File: src/rtl/bre_pkg.sv
package bre_pkg;

    typedef enum logic [1:0] {
        CMD_BIT_HI  = 2'd0,
        CMD_WR_LO   = 2'd1,
        CMD_BUS_RST = 2'd2,
        CMD_OD_TOG  = 2'd3
    } cmd_e;

    typedef enum logic [2:0] {
        ST_IDLE  = 3'd0,
        ST_SPLIT = 3'd1,
        ST_BUSY  = 3'd2,
        ST_DONE  = 3'd3,
        ST_QUERY = 3'd4,
        ST_ODREP = 3'd5
    } state_e;

    typedef struct packed {
        logic o1;
        logic o2;
    } pair_t;

    // Map (reset-select, data/clock) onto a command code.
    function automatic cmd_e decode_cmd(input logic dclk, input logic rsel);
        case ({rsel, dclk})
            2'b11:   return CMD_BIT_HI;
            2'b10:   return CMD_WR_LO;
            2'b01:   return CMD_BUS_RST;
            default: return CMD_OD_TOG;
        endcase
    endfunction

    // Pass-through value, forced high for the last device while enabled.
    function automatic pair_t eff_pass(input logic p1, input logic p2,
                                       input logic last, input logic en_n);
        pair_t r;
        if (last && !en_n) begin
            r.o1 = 1'b1;
            r.o2 = 1'b1;
        end else begin
            r.o1 = p1;
            r.o2 = p2;
        end
        return r;
    endfunction

endpackage

File: src/rtl/bre_cmd_capture.sv
module bre_cmd_capture
    import bre_pkg::*;
(
    input  logic clk,
    input  logic en_n,
    input  logic dclk,
    input  logic rsel,
    output logic fall,
    output cmd_e cmd
);
    logic en_q;

    // Tracks the enable line during reset as well, so that no false edge
    // appears when reset is released.
    always_ff @(posedge clk) begin
        en_q <= en_n;
    end

    assign fall = en_q & ~en_n;
    assign cmd  = decode_cmd(dclk, rsel);

endmodule

File: src/rtl/bre_split_timer.sv
module bre_split_timer #(
    parameter int SPLIT_CYC = 250
) (
    input  logic clk,
    input  logic rst,
    input  logic load,
    input  logic run,
    output logic expired
);
    localparam int CW = $clog2(SPLIT_CYC + 1);
    localparam logic [CW-1:0] LOAD_VAL = CW'(SPLIT_CYC - 1);

    logic [CW-1:0] cnt_q;

    always_ff @(posedge clk) begin
        if (rst) begin
            cnt_q <= '0;
        end else if (load) begin
            cnt_q <= LOAD_VAL;
        end else if (run && cnt_q != '0) begin
            cnt_q <= cnt_q - 1'b1;
        end
    end

    assign expired = run && (cnt_q == '0);

endmodule

File: src/rtl/bre_out_mux.sv
module bre_out_mux
    import bre_pkg::*;
(
    input  state_e st,
    input  logic   res,
    input  logic   od,
    input  pair_t  pass,
    output pair_t  drive
);
    localparam pair_t LOW   = '{o1: 1'b0, o2: 1'b0};
    localparam pair_t SPLIT = '{o1: 1'b0, o2: 1'b1};

    always_comb begin
        case (st)
            ST_SPLIT: drive = SPLIT;
            ST_BUSY:  drive = LOW;
            ST_QUERY: drive = res ? pass : LOW;
            ST_ODREP: drive = od ? pass : LOW;
            default:  drive = pass;
        endcase
    end

endmodule

File: src/rtl/busy_result_encoder.sv
module busy_result_encoder
    import bre_pkg::*;
#(
    parameter int SPLIT_CYC = 250
) (
    input  logic       clk,
    input  logic       rst,
    input  logic       en_n,
    input  logic       dclk,
    input  logic       rsel,
    input  logic       pass1,
    input  logic       pass2,
    input  logic       last_dev,
    input  logic       tg_busy,
    input  logic       tg_result,
    output logic       out1,
    output logic       out2,
    output logic       od_mode,
    output logic       slot_go,
    output logic [1:0] slot_cmd
);
    state_e st_q;
    cmd_e   cmd_q;
    cmd_e   cmd_in;
    logic   fall;
    logic   od_q, seen_q, res_q, go_q;
    logic   split_exp;
    pair_t  pass_eff, drive;

    bre_cmd_capture u_cap (
        .clk  (clk),
        .en_n (en_n),
        .dclk (dclk),
        .rsel (rsel),
        .fall (fall),
        .cmd  (cmd_in)
    );

    bre_split_timer #(.SPLIT_CYC(SPLIT_CYC)) u_tmr (
        .clk     (clk),
        .rst     (rst),
        .load    (st_q == ST_IDLE && fall && cmd_in == CMD_BUS_RST),
        .run     (st_q == ST_SPLIT),
        .expired (split_exp)
    );

    always_ff @(posedge clk) begin
        if (rst) begin
            st_q   <= ST_IDLE;
            cmd_q  <= CMD_BIT_HI;
            od_q   <= 1'b0;
            seen_q <= 1'b0;
            res_q  <= 1'b1;
            go_q   <= 1'b0;
        end else begin
            go_q <= 1'b0;
            case (st_q)
                ST_IDLE: begin
                    if (fall) begin
                        cmd_q <= cmd_in;
                        if (cmd_in == CMD_OD_TOG) begin
                            od_q <= ~od_q;
                            st_q <= ST_ODREP;
                        end else begin
                            go_q   <= 1'b1;
                            seen_q <= 1'b0;
                            st_q   <= (cmd_in == CMD_BUS_RST) ? ST_SPLIT : ST_BUSY;
                        end
                    end
                end
                ST_SPLIT: begin
                    if (tg_busy) seen_q <= 1'b1;
                    if (split_exp) st_q <= ST_BUSY;
                end
                ST_BUSY: begin
                    if (tg_busy) begin
                        seen_q <= 1'b1;
                    end else if (seen_q) begin
                        res_q <= tg_result;
                        st_q  <= ST_DONE;
                    end
                end
                ST_DONE: begin
                    if (en_n)      st_q <= ST_IDLE;
                    else if (!dclk) st_q <= ST_QUERY;
                end
                ST_QUERY, ST_ODREP: begin
                    if (en_n) st_q <= ST_IDLE;
                end
                default: st_q <= ST_IDLE;
            endcase
        end
    end

    assign pass_eff = eff_pass(pass1, pass2, last_dev, en_n);

    bre_out_mux u_mux (
        .st    (st_q),
        .res   (res_q),
        .od    (od_q),
        .pass  (pass_eff),
        .drive (drive)
    );

    assign out1     = drive.o1;
    assign out2     = drive.o2;
    assign od_mode  = od_q;
    assign slot_go  = go_q;
    assign slot_cmd = cmd_q;

endmodule

File: config.mk
export PLATFORM = sky130hd
export DESIGN_NAME = busy_result_encoder
export DESIGN_NICKNAME = d
export VERILOG_FILES = /design/src/rtl/bre_pkg.sv /design/src/rtl/bre_cmd_capture.sv /design/src/rtl/bre_split_timer.sv /design/src/rtl/bre_out_mux.sv /design/src/rtl/busy_result_encoder.sv
export SDC_FILE = /design/constraint.sdc
export NUM_CORES = 1
export LEC_CHECK = 0
export CAP_MARGIN = 20
export CORE_MARGIN = 2
export CORE_UTILIZATION = 25
export CTS_CLUSTER_SIZE = 12
export DETAILED_ROUTE_END_ITERATION = 7
export DONT_BUFFER_PORTS = 1
export GPL_TIMING_DRIVEN = 0
export SYNTH_ARGS = -nofsm -noshare
export SYNTH_HDL_FRONTEND = slang
export SYNTH_SLANG_ARGS = --single-unit
File: constraint.sdc
create_clock -name clk -period 3.4 [get_ports clk]
set_input_delay 0.17 -clock clk [delete_from_list [all_inputs] [get_ports clk]]
set_output_delay 0.17 -clock clk [all_outputs]
set_load 0.02 [all_outputs]
== Word level (Yosys, flattened, before mapping) ==
Index checks and enable logic that the tools add are counted.

* Add/subtract/negate cells: 1
* Eq/ne operators: 18
* Multiplexer cells: 22
* Bitwise logic cells: 6
* Reductions and logical operators: 20

{| class="wikitable"
|+ Operator list
! kind !! count
|-
| $mux 3 || 8
|-
| $mux 8 || 2
|-
| $pmux 3 s5 || 1
|-
| $ne 2x2->1 const B || 6
|-
| $eq 2x2->1 const B || 4
|-
| $logic_not 8->1 || 1
|-
| $mux 2 || 4
|-
| $pmux 2 s4 || 1
|-
| $reduce_bool 8->1 || 1
|-
| $sub 8x1->8 const B || 1
|-
| $eq 3x2->1 const B || 2
|-
| $eq 3x3->1 const B || 2
|-
| $pmux 2 s3 || 1
|-
| $reduce_and 3->1 || 2
|-
| $reduce_and 6->1 || 1
|-
| $reduce_or 2->1 || 3
|-
| $logic_and 1x1->1 || 5
|-
| $not 1->1 || 5
|-
| $mux 1 || 4
|-
| $reduce_and 4->1 || 1
|-
| $reduce_bool 2->1 || 2
|-
| $eq 3x1->1 const B || 1
|-
| $logic_not 3->1 || 1
|-
| $ne 3x3->1 const B || 1
|-
| other kinds (7) || 7
|}

* Flip-flop bits (word level): 18
* Word-level logic and storage cells: 76

== Depth between registers and ports, before layout ==
Gate-level depths: netlist (run 1).

* Word-level depth: 7
* Gate-level depth with buffers: 7
* Depth with buffers taken out: 6

== Cells and area by module ==
From an unflattened synthesis (run 1), not the netlist that was laid out.

* Cells, all modules: 133
* Area total of the unflattened synthesis: 1183.6 sq um

{| class="wikitable"
|+ By module, submodules not included
! module !! times used !! cells each !! area an instance (sq um) !! sequential area each (sq um)
|-
| busy_result_encoder || 1 || 62 || 560.5 || 180.2
|-
| bre_split_timer || 1 || 57 || 499.2 || 160.2
|-
| bre_out_mux || 1 || 10 || 82.6 || 0.0
|-
| bre_cmd_capture || 1 || 4 || 41.3 || 20.0
|}

== Worst setup path after synthesis (run 1) ==
No wires, ideal clock.

* Path kind: flip-flop to flip-flop
* From: register u_tmr.cnt_q[0]
* To: register u_tmr.cnt_q[1]
* Library setup time: 0.078 ns
* Data arrival time: 1.724 ns
* Required time: 3.322 ns
* Setup slack: 1.599 ns
* Cell stages (with the launch flop): 8
* Path buffers: 1
* Clock period less this slack: 1.801 ns
* Cells stage by stage: dfxtp_1 inv_1 ha_1 or3b_1 clkbuf_1 o31ai_4 mux2_1 nor3_1

* Longest elaborated chain between the ends: 2

{| class="wikitable"
|+ Ends and longest elaborated chain
! what !! line !! RTL
|-
| start, declared || bre_split_timer.sv:13 || <nowiki>logic [CW-1:0] cnt_q;</nowiki>
|-
| start signal, assigned || bre_split_timer.sv:21 || <nowiki>cnt_q <= cnt_q - 1'b1;</nowiki>
|-
| parallel branches: the longest is 2 deep, another holds $sub 8x1->8 || -- ||
|}

Several ways; the timed one is not identified.
A chain may end at the register's enable or synchronous reset.

== Final worst setup path (run 1) ==
* From: register st_q[1]
* To: output out2

* Longest elaborated chain between the ends: 2

{| class="wikitable"
|+ Ends and longest elaborated chain
! what !! line !! RTL
|-
| start, declared || busy_result_encoder.sv:22 || <nowiki>state_e st_q;</nowiki>
|-
| start signal, assigned || busy_result_encoder.sv:67 || <nowiki>st_q <= (cmd_in == CMD_BUS_RST) ? ST_SPLIT : ST_BUSY;</nowiki>
|-
| $eq 3x3->1, or another cell as far along || bre_out_mux.sv:14 || <nowiki>case (st)</nowiki>
|-
| $pmux 2 s4 (*) || bre_out_mux.sv:14 ||
|-
| end, declared || busy_result_encoder.sv:17 || <nowiki>output logic out2,</nowiki>
|}

Mark *: on every way between the ends. The rest lies on a longest branch, timed or not.

==> results.md, run 1 <==
* Die area at between 0.004 and 0.005 mm²
* Avg Inst Size Synth at 8.48 µm²
* Largest net degree at the start of global routing at 11
* I/O Buffers at 0
* Post-CTS Hold Buffers at 1
* Final Max Tran Viols at 0
* DRT Wirelength at 2260 µm
* Antenna Diode Count at 0
* Setup bufs post-CTS at 0
* Period utilization at approximately 67%
* Register area share after synthesis at a little over a third
* GRT Total Usage at around a tenth
* Netlist cell types at 42
* Clk_skew at 0.00358 ns
* Via Count at ~900
* CP max FO at 10
* ANT nets after route at 0
* # H-tree levels at 1
* Post-placement cell count at 170
* Max Fclk at about 440 MHz
* Filler cells at 417
* Synth Register Bits at 18
* DP HPWL at 1710 µm
* Async set-or-reset flop fraction in the synthesized netlist at 0%
* Aggregate global routing overflow at 0
* Detailed-router iteration count before antenna repair at 4
* Yosys warns at 0
* Clock Tree Buf Depth at 2
* Final GP Congestion at ~0.72
* Initial antenna violation count at 0
* Fin cells at about 180
* CTS tree: done
* Num CTS Buffers at 3
* CTS resizes at 0
* Area Growth Syn to Fin at 12.5%
* First-pass GRT wire length at ~3700 µm
* Leakage at around 0.38 nW
* R2R Setup Slk at around 1.4 ns
* Main combinational cell family by area after synthesis: simple AND/OR/NAND/NOR gates
* Synthesized netlist net count at 132
* Initial Utilization at 25.6%
* Post-Synth Adder-Cell Area at about 2.5%
* CP startpoint kind: register
* Worst setup EP type: output pin
* Worst EP required at roughly 3.2 ns
* Clock sinks at 18
* Outcome: finished clean
* Final Core Density at between 20% and 30%
* Clock transition at path regs at about 0.070 ns
* Vias/cell at roughly 5.2
* Final setup fails at 0
* Iter 0 DRT Violations at 77
* CORE AREA at between 0.003 and 0.004 mm²
* Maxcap violations at 0
* Vias in the first global route at 819
* Chip height at 67.8 µm
* CP arrival at approximately 2.1 ns
* Number of flops mapped to enable cells by yosys at 0
* VDD IR max at 0.116 mV
* Wire per inst at ~13 µm
* Worst skew pair latency at ~0.25 ns
* Clk root buf: clkbuf_8
* NumNets Final at between 100 and 150
* Crit Path Class: register to output pin
* Tmin final at roughly 2.3 ns
* Top-level I/O count at 16
* Pwr dens at 454 mW/mm²
* HP Class: primary input to register
* Synth Area in XOR/XNOR at 4.31%
* Slew @ Worst Pin at 0.758 ns
* Main synth FF type: dfxtp_1
* Hold Violations, Final at 0
* Post-Synthesis Cells at 120
* DRC viols at 0
* RSZ-0062 raised after global routing: false
* Setup TNS at 0 ns
* Synth Cell Area at a little over 0.001 mm²
* Mux share of post-synthesis cell area at 3.08%
* Simple-gate area share of the yosys netlist at between 20 and 30%
* Pwr Total at roughly 0.52 mW
* Fraction of layout cells with a size suffix above 1 at under 10%
* Relative slew margins at 49.3%
* Synth Area in Compound Gates at between 20% and 30%
* Rows at 23
* Die Wd at ~68 µm
-- metal layers --
metal / up-vias / routed length (µm) / global-route usage, %
met5: - / 0 / 0
met4: 0 / 25 / 3.75
met3: 2 / 80 / 1.00
met2: 30 / 1120 / 17.3
met1: 425 / 1040 / 13.5
li1: 445 / - / -
-- logic make-up (layout without fill, tap and decap cells) --
logic type,Yosys count,count (layout)
compound gates,29,29
xor+xnor,5,5
fa+ha+maj,2,2
buf+inv,12,17
flops,18,18
mux,3,3
simple gates,51,51
-- path summary, 6_finish.rpt --
path / end / depth (start not counted) / from
min: slot_cmd[0]$_SDFFE_PP0N_ / 1 / dclk
max: out2 / 5 / st_q[1]$_SDFFE_PP0P_
min reg2reg: res_q$_SDFFE_PP1P_ / 2 / res_q$_SDFFE_PP1P_
max reg2reg: u_tmr.cnt_q[1]$_SDFFE_PP0P_ / 7 / u_tmr.cnt_q[0]$_SDFFE_PP0P_
-- Yosys cell counts, drive strengths merged (3+ instances only) --
library cell	n	share of area (%)
a21oi	8	3.9
a31oi	4	2.5
buf	3	1.2
clkbuf	4	1.5
dfxtp	18	35
inv	5	1.8
nand2	9	3.3
nand2b	4	2.5
nor2	13	4.8
nor2b	3	1.8
nor3	7	3.9
nor3b	3	2.7
o21ai	4	2.0
xor2	4	3.4
-- worst max-delay path: stages, from the launching register on --
cell and delay, ns:
dfxtp_1 0.30, buf_2 0.19, clkbuf_1 0.33, nand2b_1 0.21
a21oi_1 0.12, o32ai_1 0.71
-- power breakdown --
group | switching [mW] | internal, mW | leakage, nW
registers | 0.0146 | 0.224 | 0.147
logic | 0.0647 | 0.0397 | 0.208
clock network | 0.0744 | 0.103 | 0.0288
total | 0.154 | 0.367 | 0.383
-- per-stage QoR --
| stage | hold slack [ns] | setup WS, ns | area [µm²] |
|---|---|---|---|
| CTS | 0.00513 | 1.12 | 1140 |
| global placement | 0.198 | 1.42 | 1080 |
| floorplan | 0.198 | 1.60 | 1020 |
| finish | 0.00528 | 1.11 | 1140 |
| global route | 0.00801 | 0.905 | 1140 |
| detailed placement | 0.198 | 1.39 | 1080 |
-- layout by cell type (no fill, tap or decap), types with 5 or more instances in the layout --
cell and n:
nand2_1 9, a21oi_1 8, dfxtp_1 18, nor2_1 13, nor3_1 6, inv_1 5
-- final cells by class --
cell class	count	area, µm²	area share [%]
multi-input cells	90	611	53.3
flip-flops and latches	18	360	31.5
well taps	50	62.6	5.46
clock buffers	4	55.1	4.81
plain buffers	7	27.5	2.40
inverters	5	18.8	1.64
repair buffers	1	10.0	0.874
-- state kept, by name (all words and copies together), names as in the netlist --
register,count
u_tmr.cnt_q,8
st_q,3
slot_cmd,2
od_mode,1
res_q,1
seen_q,1
slot_go,1
u_cap.en_q,1
Power figures use the tool's default switching activity.
==> inputs of run 2 (changes only) <==
==> constraint.sdc (replaced) <==
create_clock -name clk -period 2 [get_ports clk]
set_input_delay 0.1 -clock clk [delete_from_list [all_inputs] [get_ports clk]]
set_output_delay 0.1 -clock clk [all_outputs]
set_load 0.02 [all_outputs]
==> results.md, run 2 (synthesis results as in run 1) <==
* Worst setup EP type: register
* Chip height at approximately 68 µm
* Largest net degree at the start of global routing at 11
* Crit Path Class: register to register
* Via Count at between 900 and 1000
* CP Cell Sequence: inv_1 > ha_1 > or3b_1 > o31ai_4 > mux2_1 > nor3_1
* Hold Violations, Final at 0
* GRT Total Usage at roughly 10%
* Vias/cell at just over 5
* Highest cell delay on the worst timing path at approximately 0.48 ns
* Period utilization at 96.3%
* WP buf/inv at 1
* Die area at between 0.004 and 0.005 mm²
* Pwr Total at 0.903 mW
* Wire per inst at between 10 and 15 µm
* DRC viols at 0
* CORE AREA at 0.00397 mm²
* Final setup fails at 0
* Relative slew margins at 65.9%
* Post-route setup slack at approximately 0.074 ns
* Max FFs per register at 8
* Iter 0 DRT Violations at 101
* Outcome: finished clean
* Fraction of layout cells with a size suffix above 1 at between 10% and 20%
* DRT Wirelength at between 2000 and 2500 µm
* Commonest cells after routing, fill and taps aside: dfxtp_1 (18), nor2_1 (13), nand2_1 (9)
* Die Wd at about 68 µm
* Pre-CTS WS at approximately 0.041 ns
* VDD IR max at just under 0.2 mV
* Antenna Diode Count at 0
* Clock sinks at 18
* Tmin final at 1.93 ns
* Crit-path leading delay family: simple AND/OR/NAND/NOR gates
* CTS tree: done
* Commonest non-fill, non-tap cell in the layout: dfxtp_1
* Clock Tree Buf Depth at 2
* Rows at 23
* Leakage at 0.407 nW
* Pwr dens at approximately 750 mW/mm²
* Worst EP required at roughly 2.2 ns
* I/O Buffers at 0
* Clk_skew at about 0.0074 ns
* Clock transition at path regs at 0.08 ns
* NumNets Final at 141
* Setup TNS at 0 ns
* Maxcap violations at 0
* Detailed-router iteration count before antenna repair at 4
* Final GP Congestion at between 0.7 and 0.8
* Initial Utilization at 25.6%
* HP Class: primary input to register
* First-pass GRT wire length at 3700 µm
* ANT nets after route at 0
* Slew @ Worst Pin at just over 0.5 ns
* # H-tree levels at 1
* CP startpoint kind: register
* Max Fclk at slightly above 500 MHz
* Final Max Tran Viols at 0
* Largest reg by FF count: u_tmr.cnt_q
* CP arrival at 2.10 ns
* Aggregate global routing overflow at 0
* Vias in the first global route at 830
* Clk root buf: clkbuf_8
* Area Growth Syn to Fin at 18.3%
* Worst skew pair latency at approximately 0.25 ns
* CP max FO at 6
* Initial antenna violation count at 0
* Cell at the slowest stage of the critical path: or3b_1
* Min Hold Slack at approximately 0.010 ns
* DP HPWL at between 1500 and 2000 µm
* Top-level I/O count at 16
* RSZ-0062 raised after global routing: false
* Num CTS Buffers at 3
==> run 2: cell types whose count changed in the layout (fill, tap and decap cells not counted) <==
| cell | previous run | this run |
|---|---|---|
| dlygate4sd3_1 | 1 | 4 |
| clkbuf_1 | 4 | 2 |
| buf_4 | 0 | 1 |
| clkbuf_2 | 0 | 1 |
| nor3_1 | 6 | 5 |
| nor3_2 | 1 | 2 |
| o32ai_1 | 1 | 0 |
| o32ai_4 | 0 | 1 |
==> run 2: report_power, final <==
group,internal [mW],switching [mW]
clock network,0.175,0.128
registers,0.381,0.0252
logic,0.0782,0.116
total,0.634,0.269
==> run 2: worst reg2reg max path, stage by stage, from the launching register on <==
cell and delay, ns:
dfxtp_1 0.31, inv_1 0.11, ha_1 0.17, or3b_1 0.48, o31ai_4 0.33, mux2_1 0.35
nor3_1 0.11
==> run 2: area by class of cell <==
cell class,count,area (µm²)
well taps,50,62.6
repair buffers,5,47.5
inverters,5,18.8
multi-input cells,90,634
flip-flops and latches,18,360
clock buffers,4,55.1
fillers,411,2770
plain buffers,6,25.0
==> run 2: worst paths after layout <==
check / startpoint / endpoint / slack, ns / cells after the start
setup reg to reg: u_tmr.cnt_q[0]$_SDFFE_PP0P_ / u_tmr.cnt_q[1]$_SDFFE_PP0P_ / 0.07 / 6
setup / recovery: u_tmr.cnt_q[0]$_SDFFE_PP0P_ / u_tmr.cnt_q[1]$_SDFFE_PP0P_ / 0.07 / 6
hold reg to reg: res_q$_SDFFE_PP1P_ / res_q$_SDFFE_PP1P_ / 0.49 / 2
hold / removal: tg_busy / seen_q$_SDFFE_PP0P_ / 0.01 / 2
==> run 2: routing by layer <==
layer | vias up | track usage, % | routed length [µm]
li1 | 450 | - | -
met1 | 434 | 13.2 | 1090
met2 | 15 | 17.5 | 1160
met3 | 2 | 1.00 | 47
met4 | 0 | 3.75 | 25
met5 | - | 0 | 0
==> run 2: per-stage QoR <==
step / util, % / std cells / instance area (µm²)
detailed placement: 27.2 / 170 / 1080
floorplan: - / 120 / 1020
global placement: 27.2 / 170 / 1080
global route: 30.3 / 178 / 1200
CTS: 30.2 / 178 / 1200
finish: 30.3 / 178 / 1200
==> run 2: repair_timing <==
item,4_1_cts,5_1_grt
setup buffers,0,1
hold buffers,4,0
gates resized for setup,4,0
gates cloned,0,0
endpoints found under the hold margin,4,0
endpoints found under the setup margin,2,3
pin swaps,0,3
==> inputs of run 3 (changes only) <==
--- a/config.mk
+++ b/config.mk
@@ -6,12 +6,15 @@
 export NUM_CORES = 1
 export LEC_CHECK = 0
 export CAP_MARGIN = 20
+export CELL_PAD_IN_SITES_DETAIL_PLACEMENT = 1
+export CELL_PAD_IN_SITES_GLOBAL_PLACEMENT = 2
 export CORE_MARGIN = 2
 export CORE_UTILIZATION = 25
 export CTS_CLUSTER_SIZE = 12
 export DETAILED_ROUTE_END_ITERATION = 7
 export DONT_BUFFER_PORTS = 1
 export GPL_TIMING_DRIVEN = 0
+export PLACE_DENSITY_LB_ADDON = 0.1
 export SYNTH_ARGS = -nofsm -noshare
 export SYNTH_HDL_FRONTEND = slang
 export SYNTH_SLANG_ARGS = --single-unit
==> results.md, run 3 (synthesis results as in run 1) <==
* Commonest non-fill, non-tap cell in the layout: dfxtp_1
* Final Max Tran Viols at 0
* Post-route cell area at approximately 0.0012 mm²
* Final GP Congestion at between 0.7 and 0.8
* # H-tree levels at 1
* Aggregate global routing overflow at 0
* Rows at 23
* Initial Utilization at about a quarter
* CP arrival at 2.08 ns
* Comb power frac at ~22%
* Commonest cells after routing, fill and taps aside: dfxtp_1 (18), nor2_1 (13), nand2_1 (9)
* Worst skew pair latency at approximately 0.26 ns
* Clock transition at path regs at about 0.080 ns
* Internal power at ~0.64 mW
* CORE AREA at ~0.0040 mm²
* Maxcap violations at 0
* DP HPWL at approximately 2000 µm
* CP startpoint kind: register
* Initial antenna violation count at 0
* Antenna Diode Count at 0
* VDD IR max at between 0.2 and 0.25 mV
* CP Cell Sequence: inv_1 > ha_1 > or3b_1 > o31ai_4 > mux2_1 > nor3_1
* Area Growth Syn to Fin at 20.2%
* Chip height at approximately 68 µm
* Final setup fails at 0
* Fin cells at roughly 180
* Pwr Total at around 0.9 mW
* FF-to-FF Start: u_tmr.cnt_q[0]$_SDFFE_PP0P_
* HP Class: primary input to register
* CP Launch Point: u_tmr.cnt_q[0]$_SDFFE_PP0P_
* Highest cell delay on the worst timing path at around 0.48 ns
* CP max FO at 6
* Largest reg by FF count: u_tmr.cnt_q
* Tmin final at about 1.9 ns
* Vias/cell at 5.03
* DRC viols at 0
* Clk root buf: clkbuf_8
* RSZ-0062 raised after global routing: false
* Clock sinks at 18
* Via Count at 900
* Crit Path Class: register to register
* First-pass GRT wire length at 4650 µm
* Period utilization at between 90% and 100%
* Leakage at 0.420 nW
* Iter 0 DRT Violations at 29
* FF/Latch Area at 360 µm²
* Die area at ~0.0046 mm²
* Vias in the first global route at roughly 940
* Top-level I/O count at 16
* CTS tree: done
* GRT Total Usage at between 10% and 20%
* Fraction of layout cells with a size suffix above 1 at 14.7%
* NumNets Final at approximately 140
* Clk_skew at 0.00517 ns
* I/O Buffers at 0
* Die Wd at just under 70 µm
* Max FFs per register at 8
* Seq pwr share at 43.8%
* Worst Min Path Start: rsel
* Post-placement cell area at between 0.001 and 0.0015 mm²
* Switching part of the total at 31.0%
* Wire per inst at about 15 µm
* Clock share of power at 34.1%
* Hold Violations, Final at 0
* Largest net degree at the start of global routing at 11
* Worst setup EP type: register
* Worst EP required at around 2.2 ns
* Min Hold Slack at between 0.05 and 0.06 ns
* ANT nets after route at 0
* Detailed-router iteration count before antenna repair at 4
* Num CTS Buffers at 3
* DRT Wirelength at ~2800 µm
* Filler cells at 467
* Outcome: finished clean
* Cell at the slowest stage of the critical path: or3b_1
* Pwr dens at approximately 760 mW/mm²
* Slew @ Worst Pin at a little over 0.5 ns
* Multi-input combinational cell area at 641 µm²
* Clock Tree Buf Depth at 2
* Post-placement cell count at 170
* Sw Pwr at 0.287 mW
* Max Fclk at approximately 530 MHz
* Relative slew margins at approximately two thirds
==> run 3: final cells by class <==
type | count | area share, %
well taps | 50 | 5.12
clock buffers | 4 | 4.50
inverters | 5 | 1.54
flip-flops and latches | 18 | 29.5
repair buffers | 6 | 4.71
multi-input cells | 90 | 52.4
plain buffers | 6 | 2.25
==> run 3: final timing paths <==
kind	slack, ns	cells past startpoint	endpoint
hold reg to reg	0.50	2	res_q$_SDFFE_PP1P_
hold / removal	0.06	2	slot_go$_SDFF_PP0_
setup reg to reg	0.1	6	u_tmr.cnt_q[1]$_SDFFE_PP0P_
setup / recovery	0.1	6	u_tmr.cnt_q[1]$_SDFFE_PP0P_
==> run 3: timing repair <==
| item | CTS | global route |
|---|---|---|
| gates cloned | 0 | 0 |
| setup buffers | 1 | 0 |
| endpoints found under the hold margin | 6 | 0 |
| hold buffers | 5 | 0 |
| gates resized for setup | 4 | 6 |
| pin swaps | 1 | 0 |
| setup endpoints to repair | 3 | 4 |
==> run 3: metal layers <==
layer	global-route usage (%)	wire [µm]	vias to the layer above
met2	20.1	1120	15
li1	-	-	453
met5	0	0	-
met3	2.67	97	4
met4	5.25	36	0
met1	20.4	1490	428
==> run 3: per-stage QoR <==
step | TNS, ns | utilization, % | setup slack, ns
finish | 0 | 30.8 | 0.0997
floorplan | 0 | - | 0.199
global route | 0 | 30.8 | 0.00112
global placement | 0 | 27.2 | 0.00463
CTS | 0 | 30.7 | 0.0116
detailed placement | -0.0363 | 27.2 | -0.0269
==> run 3: critical path: cells and delay by family (launching register included) <==
family | cells | cell delay [ns]
AND/OR/NAND/NOR | 2 | 0.60
multiplexers | 1 | 0.34
flip-flops | 1 | 0.32
AO/OA/AOI/OAI | 1 | 0.29
adder cells (fa/ha/maj) | 1 | 0.18
buffers and inverters | 1 | 0.10
==> run 3: power groups by stage <==
stage / combinational [mW] / sequential, mW / clock [mW]
6_report: 0.205 / 0.405 / 0.316
2_1_floorplan: 0.146 / 0.409 / 0
3_3_place_gp: 0.179 / 0.413 / 0
4_1_cts: 0.206 / 0.406 / 0.331
3_5_place_dp: 0.182 / 0.414 / 0
5_1_grt: 0.232 / 0.410 / 0.341
